## src/rtl/fgb_pkg.sv

```systemverilog
package fgb_pkg;
  typedef enum logic [2:0] {
    OP_INIT    = 3'd0,
    OP_JOIN    = 3'd1,
    OP_LEAVE   = 3'd2,
    OP_WAIT    = 3'd3,
    OP_ARRIVE  = 3'd4,
    OP_RELEASE = 3'd5
  } fgb_op_e;

  typedef struct packed {
    logic do_init;
    logic do_join;
    logic do_leave;
    logic do_wait;
    logic do_arrive;
    logic do_release;
    logic bad;
  } fgb_act_t;
endpackage

```

## src/rtl/fgb_decode.sv

```systemverilog
module fgb_decode
  import fgb_pkg::*;
#(
  parameter int NUM_WF = 8,
  parameter int WF_W   = $clog2(NUM_WF)
) (
  input  logic              req_valid,
  input  logic [2:0]        req_op,
  input  logic [WF_W-1:0]   req_wf,
  input  logic              active,
  input  logic [NUM_WF-1:0] member,
  input  logic [NUM_WF-1:0] arrived,
  output fgb_act_t          act
);
  logic is_mem;
  logic has_arr;

  assign is_mem  = member[req_wf];
  assign has_arr = arrived[req_wf];

  always_comb begin
    act = '0;
    if (req_valid) begin
      case (req_op)
        OP_INIT:    act.do_init = 1'b1;
        OP_JOIN:    if (!active || is_mem) act.bad = 1'b1;
                    else act.do_join = 1'b1;
        OP_LEAVE:   if (!active || !is_mem) act.bad = 1'b1;
                    else act.do_leave = 1'b1;
        OP_WAIT:    if (!active || !is_mem || has_arr) act.bad = 1'b1;
                    else act.do_wait = 1'b1;
        OP_ARRIVE:  if (!active || !is_mem || has_arr) act.bad = 1'b1;
                    else act.do_arrive = 1'b1;
        OP_RELEASE: if (!active) act.bad = 1'b1;
                    else act.do_release = 1'b1;
        default:    act.bad = 1'b1;
      endcase
    end
  end
endmodule

```

## src/rtl/fgb_popcnt.sv

```systemverilog
module fgb_popcnt #(
  parameter int W  = 8,
  parameter int CW = $clog2(W + 1)
) (
  input  logic [W-1:0]  vec,
  output logic [CW-1:0] cnt
);
  always_comb begin
    cnt = '0;
    for (int i = 0; i < W; i++) begin
      cnt = cnt + CW'(vec[i]);
    end
  end
endmodule

```

## src/rtl/fgb_state.sv

```systemverilog
module fgb_state
  import fgb_pkg::*;
#(
  parameter int NUM_WF = 8,
  parameter int WF_W   = $clog2(NUM_WF),
  parameter int CNT_W  = $clog2(NUM_WF + 1)
) (
  input  logic              clk,
  input  logic              rst,
  input  fgb_act_t          act,
  input  logic [WF_W-1:0]   req_wf,
  output logic              active_q,
  output logic [NUM_WF-1:0] member_q,
  output logic [NUM_WF-1:0] arrived_q,
  output logic [NUM_WF-1:0] wait_q,
  output logic [NUM_WF-1:0] resume_q,
  output logic [CNT_W-1:0]  member_cnt_q,
  output logic [CNT_W-1:0]  arrive_cnt_q
);
  logic [NUM_WF-1:0] onehot;
  logic [NUM_WF-1:0] mem_n, arr_n, wt_n, res_n;
  logic              act_n;
  logic              arrival_evt;
  logic [CNT_W-1:0]  mem_cnt_n, arr_cnt_n;

  assign onehot      = NUM_WF'(1) << req_wf;
  assign arrival_evt = act.do_leave | act.do_wait | act.do_arrive;

  always_comb begin
    act_n = active_q;
    mem_n = member_q;
    arr_n = arrived_q;
    wt_n  = wait_q;
    res_n = '0;
    if (act.do_init) begin
      act_n = 1'b1;
      mem_n = '0;
      arr_n = '0;
      wt_n  = '0;
    end
    if (act.do_release) begin
      act_n = 1'b0;
      mem_n = '0;
      arr_n = '0;
      wt_n  = '0;
    end
    if (act.do_join)   mem_n = mem_n | onehot;
    if (act.do_leave) begin
      mem_n = mem_n & ~onehot;
      arr_n = arr_n & ~onehot;
    end
    if (act.do_wait) begin
      arr_n = arr_n | onehot;
      wt_n  = wt_n | onehot;
    end
    if (act.do_arrive) arr_n = arr_n | onehot;
    if (arrival_evt && ((mem_n & ~arr_n) == '0)) begin
      res_n = wt_n;
      wt_n  = '0;
      arr_n = '0;
    end
  end

  fgb_popcnt #(.W(NUM_WF), .CW(CNT_W)) u_cnt_mem (.vec(mem_n), .cnt(mem_cnt_n));
  fgb_popcnt #(.W(NUM_WF), .CW(CNT_W)) u_cnt_arr (.vec(arr_n), .cnt(arr_cnt_n));

  always_ff @(posedge clk) begin
    if (rst) begin
      active_q     <= 1'b0;
      member_q     <= '0;
      arrived_q    <= '0;
      wait_q       <= '0;
      resume_q     <= '0;
      member_cnt_q <= '0;
      arrive_cnt_q <= '0;
    end else begin
      active_q     <= act_n;
      member_q     <= mem_n;
      arrived_q    <= arr_n;
      wait_q       <= wt_n;
      resume_q     <= res_n;
      member_cnt_q <= mem_cnt_n;
      arrive_cnt_q <= arr_cnt_n;
    end
  end
endmodule

```

## src/rtl/fgb_ctrl.sv

```systemverilog
module fgb_ctrl
  import fgb_pkg::*;
#(
  parameter int NUM_WF = 8,
  localparam int WF_W  = $clog2(NUM_WF),
  localparam int CNT_W = $clog2(NUM_WF + 1)
) (
  input  logic              clk,
  input  logic              rst,
  input  logic              req_valid,
  input  logic [2:0]        req_op,
  input  logic [WF_W-1:0]   req_wf,
  output logic [NUM_WF-1:0] resume_o,
  output logic [NUM_WF-1:0] wait_set_o,
  output logic [CNT_W-1:0]  member_cnt_o,
  output logic [CNT_W-1:0]  arrive_cnt_o,
  output logic              active_o,
  output logic              err_o
);
  fgb_act_t          act;
  logic              active_q;
  logic [NUM_WF-1:0] member_q, arrived_q, wait_q, resume_q;
  logic [CNT_W-1:0]  mcnt_q, acnt_q;
  logic              err_q;

  fgb_decode #(.NUM_WF(NUM_WF), .WF_W(WF_W)) u_dec (
    .req_valid (req_valid),
    .req_op    (req_op),
    .req_wf    (req_wf),
    .active    (active_q),
    .member    (member_q),
    .arrived   (arrived_q),
    .act       (act)
  );

  fgb_state #(.NUM_WF(NUM_WF), .WF_W(WF_W), .CNT_W(CNT_W)) u_st (
    .clk          (clk),
    .rst          (rst),
    .act          (act),
    .req_wf       (req_wf),
    .active_q     (active_q),
    .member_q     (member_q),
    .arrived_q    (arrived_q),
    .wait_q       (wait_q),
    .resume_q     (resume_q),
    .member_cnt_q (mcnt_q),
    .arrive_cnt_q (acnt_q)
  );

  always_ff @(posedge clk) begin
    if (rst) err_q <= 1'b0;
    else     err_q <= err_q | act.bad;
  end

  assign resume_o     = resume_q;
  assign wait_set_o   = wait_q;
  assign member_cnt_o = mcnt_q;
  assign arrive_cnt_o = acnt_q;
  assign active_o     = active_q;
  assign err_o        = err_q;
endmodule

```

## config.mk

```make
export PLATFORM = sky130hd
export DESIGN_NAME = fgb_ctrl
export DESIGN_NICKNAME = d
export VERILOG_FILES = /design/src/rtl/fgb_pkg.sv /design/src/rtl/fgb_decode.sv /design/src/rtl/fgb_popcnt.sv /design/src/rtl/fgb_state.sv /design/src/rtl/fgb_ctrl.sv
export SDC_FILE = /design/constraint.sdc
export NUM_CORES = 1
export LEC_CHECK = 0
export BUFFER_PORTS_ARGS = -buffer_cell sky130_fd_sc_hd__buf_2
export CAP_MARGIN = 40
export CORE_MARGIN = 4
export CORE_UTILIZATION = 62
export CTS_CLUSTER_DIAMETER = 40
export DETAILED_ROUTE_END_ITERATION = 8
export PLACE_DENSITY_LB_ADDON = 0.1
export SLEW_MARGIN = 20
export SYNTH_ARGS = -nofsm -noshare
export SYNTH_HDL_FRONTEND = slang
export SYNTH_SLANG_ARGS = --single-unit
```

## constraint.sdc

```tcl
create_clock -name clk -period 13.2 [get_ports clk]
set_input_delay 0.66 -clock clk [delete_from_list [all_inputs] [get_ports clk]]
set_output_delay 0.66 -clock clk [all_outputs]
set_load 0.05 [all_outputs]
```

==> results.cfg, run 1 <==
[yosys]
yosysMostFrequentCell = dfxtp_1
synth_commonest_cells = dfxtp_1 (42), nor2_1 (34), inv_1 (22)
ys.flop_type = dfxtp_1
yosysWarnings = 0
synth.area.top_cells = dfxtp_1 (32%), fa_1 (6.1%), nor2_1 (4.9%), a22oi_1 (3.4%), inv_1 (3.2%)
synth_edf_count = 0
avgSynthCellArea_um2 = 8.65
postSynthCellCount = 302
ys_seq_elements = 42
synth_top_area_cell = dfxtp_1
synth.top_cell.area_share_pct = 32.2
async_reset_ff_share_pct = 0
synthDistinctLibCells = 60
yosysSeqAreaShare_pct = 32.2
synth.cell_area_mm2 = 0.00261
syn_nets = 325

[worst_setup_path]
end_kind = register
cpPeakStageDelay_ns = 0.55
crit_slowest_cell = fa_1
reg2reg_to = u_st.arrive_cnt_q[2]$_SDFF_PP0_
cp_top_family = adder cells
crit_required_ns = 13.37
critPathMaxFanout = 21
crit_buf_inv = 3
worstPathArrival_ns = 5.83
cpMostUsedCell = fa_1
start_kind = input pin
cp_cell_sequence = buf_2 > mux2i_1 > a22o_1 > nor3_4 > o21ai_1 > a32oi_1 > nand3_1 > o21ai_0 > fa_1 > fa_1 > inv_1 > fa_1 > ha_1 > inv_1 > fa_1 > xor2_1 > nor2_1
worstSetupPathType = in2reg
r2r_start = u_st.arrived_q[3]$_SDFF_PP0_
reg2reg_slack_ns = 7.98
reg2reg_depth = 16

[outcome]
status = complete, no violations

[min_path]
min_path_type = reg2reg
hold_end = err_o$_SDFF_PP0_
min_path_cells = 2
hp-start = err_o$_SDFF_PP0_

[clock_network]
cts-root-buf = clkbuf_8
cts_inserted_buffers = 5
cts_tree = yes
h-tree-depth = 2
postCtsSetupBuffers = 0
cts_buffer_depth = 2
clk_pin_slew_ns = 0.09
postCtsHoldBufs = 0
clock_sinks = 42
cts.repair.resized = 0
clk_latency_ns = 0.30

[power_and_ir_drop]
worst_ir_drop_vdd_uv = 72.4
power.switching_mw = 0.0656
internal-power_mw = 0.171
swShare_pct = 27.7
pwr-share-comb_pct = 9.9
leakagePower_nw = 1.15
power_density_mw_per_mm2 = 83.8
p_seq_share_pct = 53.8
clock_power_share_pct = 36.3

[global_route]
antenna_found_initial = 0
overflow = 0
grt_use_total_pct = 24.9
grt_pass1_vias = 2112
grt_pass1_wl_mm = 10.4
grt_max_degree = 35

[floorplanning]
dieArea_mm2 = 0.00532
start_util_pct = 64.8
die_w_um = 72.9
die_y_um = 72.9
core_mm2 = 0.00403
num_io_pins = 35
rows = 23

[timing]
slew_headroom_pct = 45.4
rsz0062_at_grt = false
fin_crit_ns = 5.65
finClkSkew_ns = 0.0136
fin_crit_sh_pct = 42.8
worst_pin_slew_ns = 0.816
finalMaxSlewViolations = 0
tns_ns = 0
fmax_mhz = 177
setup_viol = 0
whs_ns = 0.448
hold_viol = 0

[routing]
drt_iter0_drc = 261
drcViolationCount = 0
postRouteAntennaNets = 0
drt-pass1-iter-count = 5
wire_per_inst_um = 16.7
viasPerCell = 6.27
vias = 2352
wirelength_mm = 6.27

[job]
drv_cap = 0

[place]
numPortBuffers = 34
dpl.hpwl_mm = 4.58
gp_congestion = 1.03

[finish]
nets = 347
fillers = 328
layout-drive-gt1-share_pct = 21.5
num_antenna_cells = 0
area_growth_syn_to_layout_pct = 8.19
worst register-to-register path, cell delays in order, from the launching register on:
cell and delay (ns):
dfxtp_1 0.37, mux2i_1 0.16, mux2i_1 0.09, o211ai_1 0.66, nand3_1 0.29, a32oi_1 0.27
nand3_1 0.49, o21ai_0 0.37, fa_1 0.48, fa_1 0.55, inv_1 0.06, fa_1 0.53
ha_1 0.16, inv_1 0.06, fa_1 0.37, xor2_1 0.15, nor2_1 0.05
final cells by class:
cell class | count | area [um^2] | share of cell area [%]
Clock inverter | 3 | 23.8 | 0.841
Sequential cell | 42 | 841 | 29.7
Clock buffer | 5 | 68.8 | 2.43
Timing Repair Buffer | 35 | 178 | 6.29
Tap cell | 50 | 62.6 | 2.21
Inverter | 22 | 82.6 | 2.92
Multi-Input combinational cell | 218 | 1570 | 55.6
worst max-delay path by stage:
| stage | depth (start not counted) | endpoint | start |
|---|---|---|---|
| 3_3_place_gp | 17 | u_st.arrive_cnt_q[2]$_SDFF_PP0_ | req_wf[1] |
| 5_1_grt | 17 | u_st.arrive_cnt_q[2]$_SDFF_PP0_ | req_wf[1] |
| 2_1_floorplan | 18 | u_st.arrive_cnt_q[2]$_SDFF_PP0_ | req_wf[2] |
| 3_5_place_dp | 17 | u_st.arrive_cnt_q[2]$_SDFF_PP0_ | req_wf[1] |
| 6_report | 17 | u_st.arrive_cnt_q[2]$_SDFF_PP0_ | req_wf[1] |
| 4_1_cts | 17 | u_st.arrive_cnt_q[2]$_SDFF_PP0_ | req_wf[1] |
per-layer routing:
layer | track usage (%) | wire, um | vias up
li1 | - | - | 1117
met1 | 34.1 | 2740 | 1121
met2 | 40.5 | 2980 | 103
met3 | 5.23 | 459 | 11
met4 | 5.94 | 92 | 0
met5 | 0 | 0 | -
kinds of logic (layout without fill, tap and decap cells):
family / count (synthesis) / count (layout) / share of synthesized area (%)
and+or+nand+nor: 127 / 127 / 27.9
AOI/OAI and AO/OA: 68 / 68 / 19.7
DFF: 42 / 42 / 32.2
buffers and inverters: 42 / 65 / 7.85
adders and majority gates: 14 / 14 / 9.00
muxes: 7 / 7 / 2.68
xor gates and xnor gates: 2 / 2 / 0.671
power by group through the flow:
stage,Clock (mW),Sequential [mW],Combinational [mW]
4_1_cts,0.0865,0.128,0.0230
3_5_place_dp,0,0.131,0.0229
5_1_grt,0.0919,0.128,0.0251
3_3_place_gp,0,0.130,0.0228
6_report,0.0859,0.128,0.0235
2_1_floorplan,0,0.132,0.0165
per-stage QoR:
| stage | utilization (%) | instances | power (mW) | worst slack [ns] | instance area (um^2) |
|---|---|---|---|---|---|
| floorplan | - | 302 | 0.149 | 8.26 | 2610 |
| global placement | 67.9 | 367 | 0.153 | 7.38 | 2730 |
| detailed placement | 67.9 | 367 | 0.153 | 7.20 | 2730 |
| CTS | 70.2 | 375 | 0.237 | 7.51 | 2830 |
| global route | 70.2 | 375 | 0.245 | 7.23 | 2830 |
| finish | 70.2 | 375 | 0.237 | 7.55 | 2830 |
sequential cells by signal, summed over array words and instances (netlist names):
signal / cells
u_st.active_q: 1
u_st.member_q: 8
u_st.wait_q: 8
err_o: 1
u_st.arrived_q: 8
u_st.resume_q: 8
u_st.member_cnt_q: 4
u_st.arrive_cnt_q: 4
cell usage in the layout, fill, tap and decap left out, types with 2 or more instances in the layout:
cell type and count:
o22ai_1 2, clkinvlp_4 2, nor3_1 11, nand4_1 2
a32oi_1 6, nand2_1 17, o21ai_1 3, and2_1 7
nor2b_1 5, a31oi_1 3, o21ai_0 8, clkbuf_8 5
a211oi_2 2, and2b_1 2, nor2_1 34, or2_1 2
inv_1 22, xor2_1 2, ha_1 6, nand2b_1 3
o211ai_1 4, or2_2 7, nor3b_1 5, a21oi_1 10
dfxtp_1 42, a22oi_1 12, fa_1 8, nor3_2 8
nand3_1 8, and3_1 6, a211oi_1 2, mux2i_1 7
buf_2 34
(Power assumes the default switching activity.)
==> inputs of run 2 (changes only) <==
--- a/config.mk
+++ b/config.mk
@@ -8,7 +8,7 @@
 export BUFFER_PORTS_ARGS = -buffer_cell sky130_fd_sc_hd__buf_2
 export CAP_MARGIN = 40
 export CORE_MARGIN = 4
-export CORE_UTILIZATION = 62
+export CORE_UTILIZATION = 52
 export CTS_CLUSTER_DIAMETER = 40
 export DETAILED_ROUTE_END_ITERATION = 8
 export PLACE_DENSITY_LB_ADDON = 0.1
==> constraint.sdc (replaced) <==
create_clock -name clk -period 4.95 [get_ports clk]
set_input_delay 0.2475 -clock clk [delete_from_list [all_inputs] [get_ports clk]]
set_output_delay 0.2475 -clock clk [all_outputs]
set_load 0.05 [all_outputs]
==> run 2 against run 1 <==
Clock power increased to 2.7 times the previous value; critical endpoint unchanged; clock skew decreased by 0.0014 ns; sequential cell count unchanged; sequential share of layout area decreased by 1.2 points; worst hold slack got worse by 0.16 ns; global-route usage decreased by 3.3 points; largest cell class unchanged.
==> results.cfg, run 2 (same netlist as run 1, synthesis figures left out) <==
[worst_setup_path]
start_kind = register
crit_slowest_cell = fa_1
reg2reg_slack_ns = 0.26
r2r_start = u_st.member_q[7]$_SDFF_PP0_
reg2reg_depth = 16
end_kind = register
reg2reg_to = u_st.arrive_cnt_q[2]$_SDFF_PP0_
critPathMaxFanout = 5
cp_top_family = adder cells
cpMostUsedCell = fa_1
crit_required_ns = 5.12
cp_cell_sequence = and4b_1 > a211oi_4 > nand4_2 > a31oi_4 > o22ai_1 > a221o_1 > o21ai_0 > fa_1 > fa_1 > inv_1 > fa_1 > ha_1 > inv_1 > fa_1 > xor2_1 > nor2_1
crit_buf_inv = 2
cpPeakStageDelay_ns = 0.54
worstPathArrival_ns = 4.86
worstSetupPathType = reg2reg

[power_and_ir_drop]
power_density_mw_per_mm2 = 216
swShare_pct = 27.8
internal-power_mw = 0.460
p_seq_share_pct = 53.3
clock_power_share_pct = 35.7
leakagePower_nw = 1.22
worst_ir_drop_vdd_uv = 165
pwr-share-comb_pct = 10.9
power.switching_mw = 0.177

[routing]
wire_per_inst_um = 15.7
drt-pass1-iter-count = 5
wirelength_mm = 6.31
highest_layer = met4
wl_met2_mm = 2.81
drt_iter0_drc = 266
viasPerCell = 5.82
drcViolationCount = 0
met3WireLength_um = 445
wl_met1_mm = 2.96
postRouteAntennaNets = 0
vias = 2345

[clock_network]
clk_latency_ns = 0.30
clock_sinks = 42
cts-root-buf = clkbuf_8
cts_inserted_buffers = 5
h-tree-depth = 2
cts_tree = yes
clk_pin_slew_ns = 0.09
cts_buffer_depth = 2
postCtsHoldBufs = 0

[timing]
worst_pin_slew_ns = 0.639
fin_crit_sh_pct = 94.8
finalMaxSlewViolations = 0
finClkSkew_ns = 0.0122
slew_headroom_pct = 57.4
hold_viol = 0
fin_crit_ns = 4.69
tns_ns = 0
setup_viol = 0
fmax_mhz = 213

[place]
numPortBuffers = 34
dpl.hpwl_mm = 4.69
gp_congestion = 0.924
placed_area_mm2 = 0.00283

[global_route]
grt_pass1_wl_mm = 10.7
grt_use_total_pct = 21.6
antenna_found_initial = 0
grt_max_degree = 35
overflow = 0
grt_pass1_vias = 2217

[floorplanning]
die_w_um = 78.9
dieArea_mm2 = 0.00622
die_y_um = 78.9
start_util_pct = 54.6
rows = 25
core_mm2 = 0.00479
num_io_pins = 35

[job]
drv_cap = 0

[outcome]
status = complete, no violations

[finish]
num_antenna_cells = 0
area_growth_syn_to_layout_pct = 12.7
layout-drive-gt1-share_pct = 24.4
fillers = 462
most-common-layout-cells = dfxtp_1 (42), nor2_1 (34), buf_2 (34), inv_1 (22), nand2_1 (17)
nets = 358
regArea_um2 = 841
finalInstanceArea_mm2 = 0.00295
mostFrequentLayoutCell = dfxtp_1
finalCoreUtilization_pct = 61.5
multi_input_area_mm2 = 0.00159

[min_path]
hold_end = err_o$_SDFF_PP0_
hp-start = req_valid
min_path_cells = 3
min_path_type = in2reg
==> run 2: cell count changes in the layout (fill, tap and decap cells not counted) <==
cell	delta
buf_4	+11
clkinv_2	+2
clkinvlp_4	-2
a211oi_2	-1
a211oi_4	+1
nand3_1	-1
nand3_2	+1
o22ai_2	-1
o22ai_4	+1
==> run 2: cell type report <==
class / count / share of cell area (%)
multi-input combinational: 218 / 54.0
sequential: 42 / 28.5
clock inverter: 3 / 0.637
inverter: 22 / 2.80
timing repair buffer: 46 / 8.84
clock buffer: 5 / 2.34
tap: 67 / 2.85
==> run 2: worst max-delay path by stage <==
stage	end	start	cells after the start
after floorplan	u_st.arrive_cnt_q[2]$_SDFF_PP0_	u_st.active_q$_SDFFE_PP0P_	17
after global placement	u_st.arrive_cnt_q[2]$_SDFF_PP0_	req_wf[1]	17
after detailed placement	u_st.arrive_cnt_q[2]$_SDFF_PP0_	req_wf[1]	17
after CTS	u_st.arrive_cnt_q[2]$_SDFF_PP0_	u_st.member_q[7]$_SDFF_PP0_	16
after global routing	u_st.arrive_cnt_q[2]$_SDFF_PP0_	u_st.member_q[7]$_SDFF_PP0_	16
final	u_st.arrive_cnt_q[2]$_SDFF_PP0_	u_st.member_q[7]$_SDFF_PP0_	16
==> run 2: timing repair <==
action | CTS | global route
setup endpoints to repair | 0 | 2
hold endpoints to repair | 0 | 0
gates resized for setup | 0 | 3
setup buffers | 0 | 1
==> run 2: power groups by stage <==
stage	clock network (mW)	registers (mW)	logic, mW
after global placement	0	0.348	0.0651
after floorplan	0	0.352	0.0440
after detailed placement	0	0.348	0.0657
after global routing	0.246	0.340	0.0749
final	0.228	0.340	0.0695
after CTS	0.230	0.340	0.0658
==> run 2: routing by layer <==
layer  GRT usage [%]  up-vias
li1                -     1139
met1            30.0     1101
met2            33.6       98
met3            4.31        7
met4            7.22        0
met5               0        -
==> run 2: worst min-delay path, delay by kind of cell <==
kind	cells	cell delay [ns]
buffers and inverters	1	0.12
AO/OA/AOI/OAI	2	0.17
==> run 2: stage by stage <==
| stage | hold WS, ns | setup slack, ns | std cells | total power [mW] |
|---|---|---|---|---|
| 2_1_floorplan | 0.427 | 0.0967 | 302 | 0.396 |
| 3_3_place_gp | 0.432 | 0.117 | 394 | 0.413 |
| 3_5_place_dp | 0.437 | 0.124 | 394 | 0.414 |
| 4_1_cts | 0.291 | 0.161 | 402 | 0.636 |
| 5_1_grt | 0.300 | -0.0184 | 403 | 0.661 |
| 6_report | 0.287 | 0.259 | 403 | 0.637 |
